$ cat config.mk
export PLATFORM = sky130hd
export DESIGN_NAME = ts_capture_ring
export DESIGN_NICKNAME = d
export VERILOG_FILES = /design/src/rtl/ts_ring_pkg.sv /design/src/rtl/ts_ring_wr.sv /design/src/rtl/ts_ring_store.sv /design/src/rtl/ts_ring_rd.sv /design/src/rtl/ts_capture_ring.sv
export SDC_FILE = /design/constraint.sdc
export NUM_CORES = 1
export LEC_CHECK = 0
export BUFFER_PORTS_ARGS = -buffer_cell sky130_fd_sc_hd__buf_2
export CORE_ASPECT_RATIO = 0.8
export CORE_MARGIN = 10
export CORE_UTILIZATION = 28
export DETAILED_ROUTE_END_ITERATION = 8
export PLACE_DENSITY_LB_ADDON = 0.2
export SYNTH_ARGS = -nofsm -noshare
export SYNTH_HDL_FRONTEND = slang
export SYNTH_SLANG_ARGS = --single-unit
$ cat constraint.sdc
create_clock -name clk -period 6.9 [get_ports clk]
set_input_delay 0.345 -clock clk [delete_from_list [all_inputs] [get_ports clk]]
set_output_delay 0.345 -clock clk [all_outputs]
set_load 0.1 [all_outputs]
$ cat src/rtl/ts_ring_pkg.sv
package ts_ring_pkg;
   typedef enum logic [1:0] {
      RSP_NONE    = 2'd0,
      RSP_DATA    = 2'd1,
      RSP_EMPTY   = 2'd2,
      RSP_OVERRUN = 2'd3
   } rsp_e;
endpackage

$ cat src/rtl/ts_ring_wr.sv
module ts_ring_wr #(
   parameter int DEPTH        = 16,
   parameter int CNT_W        = 32,
   parameter bit EDGE_CAPTURE = 1'b0,
   localparam int IDX_W       = $clog2(DEPTH)
) (
   input  logic             clk,
   input  logic             rst_n,
   input  logic             evt,
   input  logic             chan_en,
   output logic             we,
   output logic [IDX_W-1:0] waddr,
   output logic [IDX_W-1:0] wr_idx,
   output logic [CNT_W-1:0] cap_cnt
);
   logic en_q;
   logic arm;
   logic fire;
   logic [IDX_W-1:0] base;

   // variant: capture every high cycle, or only the rising edge of evt
   generate
      if (EDGE_CAPTURE) begin : g_edge
         logic evt_q;
         always_ff @(posedge clk) begin
            if (!rst_n) evt_q <= 1'b0;
            else        evt_q <= evt;
         end
         assign fire = evt & ~evt_q & chan_en;
      end else begin : g_level
         assign fire = evt & chan_en;
      end
   endgenerate

   assign arm   = chan_en & ~en_q;
   assign base  = arm ? '0 : wr_idx;
   assign we    = fire;
   assign waddr = base;

   always_ff @(posedge clk) begin
      if (!rst_n) begin
         en_q    <= 1'b0;
         wr_idx  <= '0;
         cap_cnt <= '0;
      end else begin
         en_q   <= chan_en;
         wr_idx <= base + IDX_W'(fire);
         if (fire) cap_cnt <= cap_cnt + 1'b1;
      end
   end
endmodule

$ cat src/rtl/ts_ring_store.sv
module ts_ring_store #(
   parameter int DEPTH  = 16,
   parameter int TS_W   = 64,
   localparam int IDX_W = $clog2(DEPTH)
) (
   input  logic             clk,
   input  logic             we,
   input  logic [IDX_W-1:0] waddr,
   input  logic [TS_W-1:0]  wdata,
   input  logic [IDX_W-1:0] raddr,
   output logic [TS_W-1:0]  rdata
);
   logic [TS_W-1:0] slot [DEPTH];

   generate
      for (genvar i = 0; i < DEPTH; i++) begin : g_slot
         always_ff @(posedge clk) begin
            if (we && waddr == IDX_W'(i)) slot[i] <= wdata;
         end
      end
   endgenerate

   assign rdata = slot[raddr];
endmodule

$ cat src/rtl/ts_ring_rd.sv
module ts_ring_rd
   import ts_ring_pkg::*;
#(
   parameter int DEPTH  = 16,
   parameter int TS_W   = 64,
   parameter int CNT_W  = 32,
   localparam int IDX_W = $clog2(DEPTH)
) (
   input  logic             clk,
   input  logic             rst_n,
   input  logic             rd_req,
   input  logic [IDX_W-1:0] wr_idx,
   input  logic [CNT_W-1:0] cap_cnt,
   input  logic [TS_W-1:0]  rdata,
   output logic [IDX_W-1:0] rd_idx,
   output logic [CNT_W-1:0] rd_cnt,
   output logic             rd_valid,
   output logic [TS_W-1:0]  rd_data,
   output logic             rd_wouldblock,
   output logic             rd_overrun
);
   localparam logic [CNT_W-1:0] GAP_MAX = CNT_W'(DEPTH);

   logic [CNT_W-1:0] gap;
   logic [IDX_W-1:0] level;
   rsp_e             rsp;

   assign gap   = cap_cnt - rd_cnt;   // unsigned, survives total wrap
   assign level = wr_idx - rd_idx;    // modulo DEPTH by width

   always_comb begin
      rsp = RSP_NONE;
      if (rd_req) begin
         if (gap > GAP_MAX)    rsp = RSP_OVERRUN;
         else if (level == '0) rsp = RSP_EMPTY;
         else                  rsp = RSP_DATA;
      end
   end

   always_ff @(posedge clk) begin
      if (!rst_n) begin
         rd_idx        <= '0;
         rd_cnt        <= '0;
         rd_valid      <= 1'b0;
         rd_wouldblock <= 1'b0;
         rd_overrun    <= 1'b0;
         rd_data       <= '0;
      end else begin
         rd_valid      <= (rsp == RSP_DATA);
         rd_wouldblock <= (rsp == RSP_EMPTY);
         rd_overrun    <= (rsp == RSP_OVERRUN);
         unique case (rsp)
            RSP_OVERRUN: begin
               rd_cnt <= cap_cnt;
               rd_idx <= wr_idx;
            end
            RSP_DATA: begin
               rd_data <= rdata;
               rd_idx  <= rd_idx + 1'b1;
               rd_cnt  <= rd_cnt + 1'b1;
            end
            default: ;
         endcase
      end
   end
endmodule

$ cat src/rtl/ts_capture_ring.sv
module ts_capture_ring #(
   parameter int DEPTH        = 16,
   parameter int TS_W         = 64,
   parameter int CNT_W        = 32,
   parameter bit EDGE_CAPTURE = 1'b0,
   localparam int IDX_W       = $clog2(DEPTH)
) (
   input  logic            clk,
   input  logic            rst_n,
   input  logic            evt,
   input  logic            chan_en,
   input  logic [TS_W-1:0] ns_time,
   input  logic            rd_req,
   output logic            rd_valid,
   output logic [TS_W-1:0] rd_data,
   output logic            rd_wouldblock,
   output logic            rd_overrun,
   output logic            data_avail
);
   generate
      if (DEPTH < 2 || (DEPTH & (DEPTH - 1)) != 0) begin : g_bad_depth
         $error("DEPTH must be a power of two of at least 2");
      end
      if (CNT_W <= IDX_W + 1) begin : g_bad_cnt
         $error("CNT_W must exceed the index width by more than one bit");
      end
   endgenerate

   logic             we;
   logic [IDX_W-1:0] waddr;
   logic [IDX_W-1:0] wr_idx;
   logic [CNT_W-1:0] cap_cnt;
   logic [IDX_W-1:0] rd_idx;
   logic [CNT_W-1:0] rd_cnt;
   logic [TS_W-1:0]  rdata;

   ts_ring_wr #(.DEPTH(DEPTH), .CNT_W(CNT_W), .EDGE_CAPTURE(EDGE_CAPTURE)) u_wr (
      .clk(clk), .rst_n(rst_n), .evt(evt), .chan_en(chan_en),
      .we(we), .waddr(waddr), .wr_idx(wr_idx), .cap_cnt(cap_cnt)
   );

   ts_ring_store #(.DEPTH(DEPTH), .TS_W(TS_W)) u_store (
      .clk(clk), .we(we), .waddr(waddr), .wdata(ns_time),
      .raddr(rd_idx), .rdata(rdata)
   );

   ts_ring_rd #(.DEPTH(DEPTH), .TS_W(TS_W), .CNT_W(CNT_W)) u_rd (
      .clk(clk), .rst_n(rst_n), .rd_req(rd_req),
      .wr_idx(wr_idx), .cap_cnt(cap_cnt), .rdata(rdata),
      .rd_idx(rd_idx), .rd_cnt(rd_cnt),
      .rd_valid(rd_valid), .rd_data(rd_data),
      .rd_wouldblock(rd_wouldblock), .rd_overrun(rd_overrun)
   );

   assign data_avail = (cap_cnt != rd_cnt);
endmodule

# Word level (Yosys, flattened, before mapping)
# Memories as Yosys holds them, arrays and structs flattened. A register that Yosys moved wholly into a read port is not among the register bits.
# Cells that the tools add are included.
[classes] add_sub_neg=6 n_lt_le_gt_ge=1 n_eq_ne=19 n_mux=83 bitwise_logic=3 reduce_logical=35
[op_table] cell="64-bit two-way mux" count=15
[op_table] cell="64-bit OR reduction" count=15
[op_table] cell="32-bit by 1-bit adder with 32-bit output, second input constant" count=2
[op_table] cell="4-bit two-way mux" count=16
[op_table] cell="32-bit case mux with 2 select lines" count=1
[op_table] cell="1-bit two-way mux" count=47
[op_table] cell="4-bit equality test, second input constant" count=8
[op_table] cell="32-bit by 5-bit greater-than comparator with 1-bit output, second input constant" count=1
[op_table] cell="32-bit != test" count=1
[op_table] cell="32-bit subtractor" count=1
[op_table] cell="4-bit by 3-bit equality test with 1-bit output, second input constant" count=4
[op_table] cell="1-bit logical AND" count=16
[op_table] cell="4-bit by 2-bit equality test with 1-bit output, second input constant" count=2
[op_table] cell="4-bit zero test" count=2
[op_table] cell="4-bit case mux with 2 select lines" count=1
[op_table] cell="2-bit two-way mux" count=3
[op_table] cell="4-bit by 1-bit adder with 4-bit output" count=1
[op_table] cell="4-bit by 1-bit adder with 4-bit output, second input constant" count=1
[op_table] cell="2-bit equality test, second input constant" count=2
[op_table] cell="4-bit by 1-bit equality test with 1-bit output, second input constant" count=1
[op_table] cell="4-bit subtractor" count=1
[op_table] cell="1-bit AND" count=2
[op_table] cell="2-bit by 1-bit equality test with 1-bit output, second input constant" count=1
[op_table] cell="2-bit nonzero test" count=1
[op_table] cell="2 further kinds" count=2
[totals] regBits=76 ram_bits=1024 out_inout_bits=68 wordCells=156 memories=1
[memory_table] name="u_store.slot" depth=16 word_bits=64 rd=1 rd_clocked_by_memory_dff=1 write_ports=1 line_no="ts_ring_store.sv:13" text="logic [TS_W-1:0] slot [DEPTH];"

# Logic depth before layout (Yosys ltp)
# Gate-level depths: netlist of the first run.
[logic_depth] ltp_word=23 ltp_mapped=17 depth_no_buf=15

# Cells and area by module
# Synthesis of the first run repeated with hierarchy kept, for this count alone.
[hier_totals] hier_cells=2696 area_unflattened_um2=47490.5
[modules_own_cells] mod="ts_ring_store" n_inst=1 cells_each=1583 area_each_um2=38301.7 seq_area_each_um2=30749.5
[modules_own_cells] mod="ts_ring_rd" n_inst=1 cells_each=867 area_each_um2=7058.0 seq_area_each_um2=2062.0
[modules_own_cells] mod="ts_ring_wr" n_inst=1 cells_each=203 area_each_um2=1784.2 seq_area_each_um2=740.7
[modules_own_cells] mod="ts_capture_ring" n_inst=1 cells_each=43 area_each_um2=346.6 seq_area_each_um2=0.0

# Least setup slack after synthesis of the first run
# Ideal clock, no wire load.
[synth_path] path_type="register to register" start="reg u_rd.rd_cnt[0]" end="reg u_rd.rd_cnt[11]" setup_time_ns=0.140 arrival_time_ns=4.030 setup_slack_ns=2.730 stages_incl_launch_ff=17 path_buffers=2 synth_period_minus_slack_ns=4.170 cell_sequence="dfxtp_1 -> ha_1 -> inv_1 -> fa_1 -> a21o_1 -> a21o_1 -> a221o_1 -> a211o_1 -> a221oi_2 -> nand4_1 -> a2111oi_0 -> nand4b_1 -> nor4_1 -> buf_2 -> buf_4 -> mux2i_1 -> o32ai_2"
[synth_between] elab_chain_len=6
[synth_rtl] item="start, declared" line_no="ts_ring_rd.sv:16" text="output logic [CNT_W-1:0] rd_cnt,"
[synth_rtl] item="start signal, assigned" line_no="ts_ring_rd.sv:54" text="rd_cnt <= cap_cnt;"
[synth_rtl] item="start signal, assigned" line_no="ts_ring_rd.sv:60" text="rd_cnt <= rd_cnt + 1'b1;"
[synth_rtl] item="32-bit subtractor" line_no="ts_ring_rd.sv:28" text="assign gap = cap_cnt - rd_cnt;"
[synth_rtl] item="32-bit by 5-bit greater-than comparator with 1-bit output" line_no="ts_ring_rd.sv:34" text="if (gap > GAP_MAX) rsp = RSP_OVERRUN;"
[synth_rtl] item="2-bit two-way mux" line_no="ts_ring_rd.sv:34"
[synth_rtl] item="2-bit two-way mux" line_no="ts_ring_rd.sv:33" text="if (rd_req) begin"
[synth_rtl] item="2-bit by 1-bit equality test with 1-bit output or 2-bit equality test (tied branches)" line_no="ts_ring_rd.sv:52" text="unique case (rsp)"
[synth_rtl] item="32-bit case mux with 2 select lines or 2-bit nonzero test (tied branches)"
# Parallel ways exist; a longest one is shown, timed or not.
# A chain may end at the register's enable or synchronous reset.

# Final worst setup path of the first run
[layout_path] start="reg u_rd.rd_cnt[0]" end="reg u_rd.rd_data[52], read port of u_store.slot"
[layout_between] elab_chain_len=5
[layout_rtl] item="32-bit subtractor" line_no="ts_ring_rd.sv:28"
[layout_rtl] item="32-bit by 5-bit greater-than comparator with 1-bit output" line_no="ts_ring_rd.sv:34"
[layout_rtl] item="2-bit two-way mux" line_no="ts_ring_rd.sv:34"
[layout_rtl] item="2-bit two-way mux" line_no="ts_ring_rd.sv:33"
[layout_rtl] item="2-bit by 1-bit equality test with 1-bit output" line_no="ts_ring_rd.sv:52"
[layout_rtl] item="end, declared" line_no="ts_ring_rd.sv:18" text="output logic [TS_W-1:0] rd_data,"
# Every way passes these cells.

==> reports/metrics.yaml, run 1 <==
worst_setup_path:
  cp_max_fo: 46
  critPathRequiredTime_ns: 7.43
  setup.worst_path.class: "reg -> reg"
  worstPathCellList: "ha_1 > inv_1 > fa_1 > a21o_1 > a21o_1 > a221o_1 > a211o_1 > a221oi_2 > nand4_1 > a2111oi_0 > nand4b_1 > or4_4 > buf_4 > nand2_1 > a21oi_1"
  cp.arrival_ns: 5.96
  endpoint_kind: "register"
  rrSetupSlack_ns: 1.47
  cpMaxStageDelayCell: "or4_4"
  crit_top_cell: "a21o_1"
  start_kind: "register"
  slowest_delay_ns: 1.01
grt:
  grt_usage: 0.132
  grt_pass1_vias: 25500
  antenna_found_initial: 17
  grt_max_degree: 153
  grt.overflow.total: 0
  grt_pass1_wl_mm: 181
logic_synthesis:
  ys_async_sr_fraction: 0
  synth_fp_nets: 2610
  syn_area_mm2: 0.0467
  avgSynthCellArea_um2: 18.7
  yosysUniqueCellTypes: 66
  synthTopCellsByArea: "edfxtp_1 (66%), mux4_2 (15%), dfxtp_1 (6.0%), a21oi_1 (1.5%), nand2_1 (1.5%)"
  synth_seq_cells: 1164
  yosysWarnings: 0
  synth_cells: 2501
  synth_edf_count: 1024
  synth_ff_type: "edfxtp_1"
  yosysSeqAreaShare: 0.719
  synth_top_area_cell: "edfxtp_1"
  synth_top_area_frac: 0.659
drt:
  drtIter0Drc: 1862
  wl_per_cell_um: 24.4
  met3_wirelength_mm: 5.41
  viasPerCell: 4.81
  highest_layer: "met5"
  vias: 24400
  drt_wl_total_mm: 124
  dr.pass1.iters: 5
  drc_errors: 0
  dr_wl_met2_mm: 61.5
  wl_met1_mm: 54.1
  ant_nets: 0
cells_and_area:
  seq_area_mm2: 0.0336
  instances_no_fill: 5079
  layout-drive-gt1-share: 0.259
  multi_input_area_mm2: 0.0125
  fillCellCount: 15800
  nets: 2848
  area_growth_pct: 17.6
placed_design:
  globalplace.congestion: 0.829
  port-buffer-count: 136
  dp_cells: 4777
  dp_hpwl_mm: 67.2
clocking:
  cts.sinks: 1164
  clk_path_buf_depth: 3
  cts_root_buf: "clkbuf_16"
  cts_max_level: 3
  clk_pin_slew_worst_paths_ns: 0.06
  clock_latency_ns: 0.78
  cts_tree: "yes"
  post-cts-setup-buffers: 0
  cts_resized: 0
  cts_buffers: 121
  hold_buffers: 66
sta:
  finalClockSkew_ns: 0.0996
  relSlewSlack: 0.272
  setup_tns_ns: 0
  finalHoldViolCount: 0
  slew_violations: 0
  setup_viol_count_final: 0
  period_share: 0.787
  fmax_mhz: 184
  worst_pin_slew_ns: 1.09
  rsz0062_at_grt: "no"
  timing.hold.ws_ns: 0.0871
  finalCriticalPeriod_ns: 5.43
floorplanning:
  ioPinCount: 137
  dieArea_mm2: 0.184
  initial_core_util: 0.283
  fp.dieH_um: 385
  fp.dieW_um: 476
  core_area_mm2: 0.165
  rows: 133
job:
  drv_cap: 0
pwr:
  ir_worst_vdd_mv: 0.227
  power_per_cell_area_mw_per_mm2: 271
  power_w: 0.0149
  p_leak_nw: 17.1
min_path:
  holdCritPathClass: "in -> reg"
run_status:
  status: "finished clean"
-- power breakdown --
part | internal [W] | switching [W] | total, W
sequential | 0.00768 | 0.0000160 | 0.00770
clock | 0.00382 | 0.00279 | 0.00661
combinational | 0.000233 | 0.000318 | 0.000551
-- registers in the layout (all words and copies together) (netlist names) --
register and count:
u_wr.en_q 1, u_rd.rd_idx 4, u_wr.wr_idx 4, u_rd.rd_overrun 1, u_rd.rd_valid 1, u_rd.rd_wouldblock 1
u_rd.rd_data 64, u_rd.rd_cnt 32, u_wr.cap_cnt 32, u_store.slot 1024
-- cells in the mapped netlist, types with 19 or more instances --
cell type,n
buf_1,24
edfxtp_1,1024
nor2_1,96
o21ai_0,31
nand3_1,24
o32ai_2,22
mux4_2,320
mux2i_1,35
clkbuf_1,82
inv_1,46
or3_1,22
a21oi_1,143
ha_1,39
xor2_1,28
nand2_1,189
nor3_1,19
dfxtp_1,140
nand4_1,29
-- worst paths after layout --
kind | endpoint | start | cells after the start
hold / removal | u_wr.wr_idx[1] | rst_n | 2
hold reg to reg | u_rd.rd_data[56] | u_rd.rd_data[56] | 2
setup / recovery | u_rd.rd_data[52] | u_rd.rd_cnt[0] | 15
setup reg to reg | u_rd.rd_data[52] | u_rd.rd_cnt[0] | 15
-- metal layers --
layer,vias to the layer above,GRT usage
met5,-,0
met2,542,0.226
met3,192,0.0243
met4,8,0.0335
met1,13000,0.173
li1,10600,-
-- critical path: cells and delay by family, from the launching register on --
| kind | cells | cell delay [ns] |
|---|---|---|
| fa+ha+maj | 2 | 0.62 |
| buf+inv | 2 | 0.47 |
| flops | 1 | 0.46 |
| compound gates | 7 | 2.05 |
| simple gates | 4 | 1.61 |
-- cell type report --
class / count / area share
Antenna cell: 5 / 0.000228
Clock buffer: 173 / 0.0613
Clock inverter: 58 / 0.0128
Inverter: 46 / 0.00333
Multi-Input combinational cell: 1159 / 0.228
Sequential cell: 1164 / 0.611
Tap cell: 2227 / 0.0508
Timing Repair Buffer: 247 / 0.0320
-- layout by cell type, fill, tap and decap left out, drive strengths merged, types with 32 or more instances in the layout --
| cell type | netlist | layout |
|---|---|---|
| a21oi | 143 | 143 |
| buf | 50 | 181 |
| clkbuf | 82 | 173 |
| clkinv | 0 | 42 |
| dfxtp | 140 | 140 |
| dlygate4sd3 | 0 | 66 |
| edfxtp | 1024 | 1024 |
| ha | 39 | 39 |
| inv | 46 | 48 |
| mux2i | 35 | 35 |
| mux4 | 320 | 320 |
| nand2 | 189 | 189 |
| nor2 | 96 | 96 |
| o21ai | 32 | 32 |
-- metrics by stage --
stage | setup WS (ns) | utilization | area (µm²)
2_1_floorplan | 2.73 | - | 46700
3_3_place_gp | 1.58 | 0.304 | 50200
3_5_place_dp | 1.55 | 0.304 | 50200
4_1_cts | 1.49 | 0.332 | 54900
5_1_grt | 1.16 | 0.333 | 54900
6_report | 1.47 | 0.333 | 54900
-- kinds of logic after synthesis --
family	synth area share
AO/OA/AOI/OAI	0.0397
XOR/XNOR	0.00788
adder cells (fa/ha/maj)	0.0109
buffers and inverters	0.0155
flip-flops	0.719
multiplexers	0.162
AND/OR/NAND/NOR	0.0447
Note: power is estimated with default switching activity, not from simulation.
==> inputs of run 2 (changes only) <==
--- a/config.mk
+++ b/config.mk
@@ -5,6 +5,7 @@
 export SDC_FILE = /design/constraint.sdc
 export NUM_CORES = 1
 export LEC_CHECK = 0
+export ABC_AREA = 1
 export BUFFER_PORTS_ARGS = -buffer_cell sky130_fd_sc_hd__buf_2
 export CORE_ASPECT_RATIO = 0.8
 export CORE_MARGIN = 10
==> constraint.sdc (replaced) <==
create_clock -name clk -period 5.15 [get_ports clk]
set_input_delay 0.2575 -clock clk [delete_from_list [all_inputs] [get_ports clk]]
set_output_delay 0.2575 -clock clk [all_outputs]
set_load 0.1 [all_outputs]
==> reports/metrics.yaml, run 2 <==
worst_setup_path:
  cp.arrival_ns: 4.63
  start_kind: "register"
  critPathRequiredTime_ns: 5.76
  cpMaxStageDelayCell: "fa_1"
  r2r-start: "u_wr.cap_cnt[0]"
  worstPathCellList: "inv_1 > ha_1 > inv_1 > fa_1 > nand3_1 > nand3_1 > nand2_1 > nand2_1 > nand2_1 > nand2_1 > nand2_1 > nand2_1 > nor2_1 > nand2_1 > nor2_1 > nand2_1 > nor2_1 > nand4_1 > nand2_1 > inv_1 > buf_4 > o21ai_0 > a21oi_1"
  slowest_delay_ns: 0.45
  critPathLaunch: "u_wr.cap_cnt[0]"
  endpoint_kind: "register"
  crit_top_cell: "nand2_1"
  setup.worst_path.class: "reg -> reg"
  cp_max_fo: 27
pwr:
  p_clk_frac: 0.440
  sw_frac_of_total: 0.232
  ir_worst_vdd_mv: 0.218
  power_per_cell_area_mw_per_mm2: 361
  p_sw_w: 0.00480
  p_leak_nw: 20.0
  p_int_w: 0.0158
  pwr-share-seq: 0.500
  power.share.combinational: 0.060
logic_synthesis:
  synth_seq_cells: 1164
  avgSynthCellArea_um2: 11.1
  yosysWarnings: 0
  synthXorXnorAreaFrac: 0.00788
  ys_async_sr_fraction: 0
  syn_area_mm2: 0.0489
  synth_top_area_cell: "edfxtp_1"
  synth_most_common_cell: "edfxtp_1"
  synth_fp_nets: 4524
  synth_ff_type: "edfxtp_1"
  synth_edf_count: 1024
  synth_simple_gate_area_frac: 0.125
  synth_cells: 4415
  synth_top_area_frac: 0.629
  yosysUniqueCellTypes: 47
  yosysSeqAreaShare: 0.686
  synthMuxAreaShare: 0
  synthTopCellsByArea: "edfxtp_1 (63%), o21ai_0 (6.7%), nor2_1 (6.1%), dfxtp_1 (5.7%), nand2_1 (3.7%)"
  synth_commonest_cells: "edfxtp_1 (1024), nor2_1 (801), o21ai_0 (655), nand2_1 (477), inv_1 (259)"
  synth_compound_area_frac: 0.128
  synth_adder_area_share: 0.0104
  synth_top_family_by_area: "compound AO/OA/AOI/OAI gates"
cells_and_area:
  seq_area_mm2: 0.0336
  fillCellCount: 17500
  multi_input_area_mm2: 0.0134
  design_area_mm2: 0.0572
  largest-register: "u_store.slot"
  layout_commonest_cell: "edfxtp_1"
  instances_no_fill: 6960
  nets: 4669
  layout-drive-gt1-share: 0.0965
  largest_reg_flops: 1024
  final_cell_mix: "edfxtp_1 (1024), nor2_1 (791), o21ai_0 (655), nand2_1 (477), inv_1 (257)"
  area_growth_pct: 17.0
  top_regs: "u_store.slot: 1024 flops, u_rd.rd_data: 64 flops"
drt:
  drt_wl_total_mm: 151
  vias: 33900
  ant_nets: 0
  drtIter0Drc: 2804
  drc_errors: 0
  wl_per_cell_um: 21.7
  dr.pass1.iters: 7
  viasPerCell: 4.87
sta:
  fmax_mhz: 249
  setup_viol_count_final: 0
  rsz0062_at_grt: "no"
  relSlewSlack: 0.279
  finalHoldViolCount: 0
  finalClockSkew_ns: 0.0347
  slew_violations: 0
  finalCriticalPeriod_ns: 4.02
  timing.hold.ws_ns: 0.290
  period_share: 0.780
  worst_pin_slew_ns: 1.08
floorplanning:
  fp.dieW_um: 487
  initial_core_util: 0.281
  dieArea_mm2: 0.192
  core_area_mm2: 0.174
  fp.dieH_um: 394
  rows: 137
  ioPinCount: 137
clocking:
  cts_tree: "yes"
  cts_max_level: 4
  clk_path_buf_depth: 3
  post-cts-setup-buffers: 0
  cts.sinks: 1164
  clock_latency_ns: 0.77
  clk_pin_slew_worst_paths_ns: 0.06
  cts_buffers: 130
  cts_root_buf: "clkbuf_16"
grt:
  antenna_found_initial: 17
  grt_pass1_vias: 32200
  grt_max_degree: 167
  grt.overflow.total: 0
  grt_pass1_wl_mm: 222
  grt_usage: 0.152
job:
  drv_cap: 0
min_path:
  holdCritPathClass: "in -> reg"
  min-delay-start: "evt"
placed_design:
  place_area_mm2: 0.0523
  dp_cells: 6654
  dp_hpwl_mm: 80.6
  port-buffer-count: 136
  globalplace.congestion: 0.800
run_status:
  status: "finished clean"
==> run 2: path summary, 6_finish.rpt <==
kind / endpoint / slack (ns) / cells past startpoint
hold reg to reg: u_rd.rd_cnt[29] / 0.49 / 2
setup reg to reg: u_rd.rd_cnt[0] / 1.13 / 23
hold / removal: u_wr.cap_cnt[0] / 0.29 / 3
setup / recovery: u_rd.rd_cnt[0] / 1.13 / 23
==> run 2: per-stage QoR <==
stage	total power, W	setup slack [ns]	utilization	TNS [ns]
global placement	0.0117	1.12	0.301	0
CTS	0.0209	1.14	0.329	0
detailed placement	0.0117	1.15	0.301	0
floorplan	0.0112	-0.473	-	-121.03
global route	0.0214	0.735	0.329	0
finish	0.0206	1.13	0.329	0
==> run 2: area by class of cell <==
class                           instances  area share
Sequential cell                      1164       0.587
Multi-Input combinational cell       2710       0.234
Clock buffer                          174      0.0615
Tap cell                             2293      0.0502
Timing Repair Buffer                  274      0.0371
Inverter                              280      0.0187
Clock inverter                         61      0.0113
Antenna cell                            4    0.000175
==> run 2: power by group through the flow <==
stage,sequential [W],clock [W],combinational [W]
floorplan,0.0105,0,0.000721
global placement,0.0105,0,0.00120
detailed placement,0.0105,0,0.00120
CTS,0.0103,0.00932,0.00125
global route,0.0103,0.00970,0.00139
finish,0.0103,0.00909,0.00123
==> run 2: cell families (layout without fill, tap and decap cells) <==
kind of cell | count (synthesis) | count (layout)
and+or+nand+nor | 1516 | 1516
DFF | 1164 | 1164
AOI/OAI and AO/OA | 1110 | 1110
buffers and inverters | 541 | 789
xor gates and xnor gates | 44 | 44
adders and majority gates | 40 | 40
other | 0 | 4
==> run 2: timing repair <==
action / in CTS / in global routing
hold buffers: 67 / 0
hold endpoints to repair: 1039 / 0
resized for setup: 0 / 0
==> run 2: worst max-delay path, delay by kind of cell, from the launching register on <==
kind	cells	cell delay, ns
AO/OA/AOI/OAI	2	0.25
adder cells (fa/ha/maj)	2	0.60
buffers and inverters	4	0.77
flip-flops	1	0.32
AND/OR/NAND/NOR	15	1.92
==> run 2: metal layers <==
metal  wire (µm)  GRT usage  share of wire  up-vias
met1       72400      0.219           0.48    16800
met3        7380     0.0266          0.049      186
li1            -          -              -    16100
met4        2500     0.0331          0.017       14
met2       68600      0.238           0.45      802
met5          95          0        0.00063        -
==> inputs of run 3 (changes only) <==
==> constraint.sdc (replaced) <==
create_clock -name clk -period 3.3 [get_ports clk]
set_input_delay 0.165 -clock clk [delete_from_list [all_inputs] [get_ports clk]]
set_output_delay 0.165 -clock clk [all_outputs]
set_load 0.1 [all_outputs]
==> reports/metrics.yaml, run 3 (synthesized netlist as in run 2, its figures left out) <==
grt:
  grt_pass1_wl_mm: 226
  grt_pass1_vias: 33500
  grt_usage: 0.154
  grt.overflow.total: 0
  grt_max_degree: 185
  antenna_found_initial: 18
sta:
  period_share: 0.950
  finalWorstSetupSlack_ns: 0.163
  finalCriticalPeriod_ns: 3.14
  fmax_mhz: 319
  finalClockSkew_ns: 0.0331
  worst_pin_slew_ns: 0.993
  setup_tns_ns: 0
  timing.hold.ws_ns: 0.244
  slew_violations: 0
  rsz0062_at_grt: "yes"
  finalHoldViolCount: 0
  setup_viol_count_final: 0
  relSlewSlack: 0.338
placed_design:
  globalplace.congestion: 0.851
  port-buffer-count: 136
  place_area_mm2: 0.0534
  place_ws_ns: -0.133
  dp_hpwl_mm: 83.0
drt:
  dr.pass1.iters: 6
  drtIter0Drc: 2594
  drt_wl_total_mm: 155
  drc_errors: 0
  wl_per_cell_um: 21.8
  ant_nets: 0
  vias: 34800
  viasPerCell: 4.90
cells_and_area:
  largest-register: "u_store.slot"
  area_growth_pct: 21.4
  layout-drive-gt1-share: 0.148
  layout_commonest_cell: "edfxtp_1"
  top_regs: "u_store.slot: 1024 flops, u_rd.rd_data: 64 flops"
  largest_reg_flops: 1024
  nets: 4792
  final_cell_mix: "edfxtp_1 (1024), nor2_1 (763), o21ai_0 (649), nand2_1 (443), inv_1 (245)"
  design_area_mm2: 0.0594
worst_setup_path:
  r2r_cells: 23
  worstPathCellList: "inv_2 > ha_4 > inv_2 > fa_2 > nand3_2 > nand3_2 > nand2_2 > nand2_4 > nand2_2 > nand2_2 > nor2_1 > nand2_1 > nor2_2 > nand2_1 > nor2_2 > nand3_2 > nor3_2 > buf_4 > nand3_4 > clkinv_8 > buf_16 > o21ai_0 > nor2_1"
  r2r-start: "u_wr.cap_cnt[0]"
  critPathRequiredTime_ns: 3.96
  cp_max_fo: 20
  r2r-end: "u_rd.rd_data[58]"
  rrSetupSlack_ns: 0.16
  cp.arrival_ns: 3.80
  cpMaxStageDelayCell: "fa_2"
  slowest_delay_ns: 0.36
  endpoint_kind: "register"
  setup.worst_path.class: "reg -> reg"
  start_kind: "register"
run_status:
  status: "finished clean"
pwr:
  ir_worst_vdd_mv: 0.442
  p_leak_nw: 21.0
  power_per_cell_area_mw_per_mm2: 557
  power_w: 0.0331
clocking:
  cts_tree: "yes"
  cts_buffers: 133
  clk_path_buf_depth: 3
  cts_max_level: 4
  clock_latency_ns: 0.75
  cts_root_buf: "clkbuf_16"
  cts.sinks: 1164
  clk_pin_slew_worst_paths_ns: 0.06
floorplanning:
  initial_core_util: 0.281
  dieArea_mm2: 0.192
  core_area_mm2: 0.174
  fp.dieW_um: 487
  ioPinCount: 137
  fp.dieH_um: 394
  rows: 137
job:
  drv_cap: 0
min_path:
  holdCritPathClass: "in -> reg"
  min-delay-start: "chan_en"
  holdPathStages: 4
  min_to: "u_wr.en_q"
## run 3: cell types whose count changed in the layout (fill, tap and decap cells not counted), sizes merged
cell	change
inv	+1
dlygate4sd3	+1
diode	+2
buf	+117
bufinv	+5
clkbuf	+10
clkinv	-5
clkinvlp	-1
## run 3: critical path, delay by kind of cell, from the launching register on
family | cells | cell delay [ns]
AOI/OAI and AO/OA | 1 | 0.10
adders and majority gates | 2 | 0.49
and+or+nand+nor | 15 | 1.44
buffers and inverters | 5 | 0.63
DFF | 1 | 0.33
## run 3: worst max-delay path by stage
stage	start	to	slack, ns	cells after the start
after detailed placement	u_rd.rd_cnt[19]	u_rd.rd_data[39]	-0.13	17
after global placement	u_rd.rd_cnt[15]	u_rd.rd_data[39]	-0.18	18
after global routing	u_rd.rd_cnt[7]	u_rd.rd_data[40]	-0.08	20
final	u_wr.cap_cnt[0]	u_rd.rd_data[58]	0.16	23
after floorplan	u_wr.en_q	u_store.slot[4][0]	-0.60	6
after CTS	u_rd.rd_cnt[13]	u_rd.rd_cnt[23]	0.0008	18
## run 3: final cells by class
class,instances,area [µm²]
well taps,2293,2870
clock buffers,182,3670
multi-input cells,2710,14000
flip-flops and latches,1164,33600
inverters,280,1080
repair buffers,394,3450
clock inverters,61,669
fillers,17300,115000
diodes,6,15.0
## run 3: what timing repair did
item / 4_1_cts / 5_1_grt
cloned: 2 / 3
buffers inserted: 3 / 10
hold endpoints to repair: 1063 / 0
hold buffers: 68 / 0
resized for setup: 19 / 176
pin swaps: 0 / 18
setup endpoints to repair: 52 / 102
## run 3: stage by stage
step                std cells  utilization
finish                   7090        0.341
detailed placement       6756        0.307
floorplan                4415            -
CTS                      7072        0.337
global route             7088        0.341
global placement         6756        0.307
## run 3: per-layer routing
metal  vias to the layer above  track usage  wire, µm
li1                      16300            -         -
met5                         -            0        48
met1                     17400        0.221     74200
met3                       217       0.0260      7520
met4                         8       0.0345      3050
met2                       823        0.241     69900
## run 3: where the power goes
group | internal (W) | switching, W | total (W)
registers | 0.0161 | 0.0000291 | 0.0161
logic | 0.000668 | 0.00149 | 0.00216
clock network | 0.00876 | 0.00604 | 0.0148
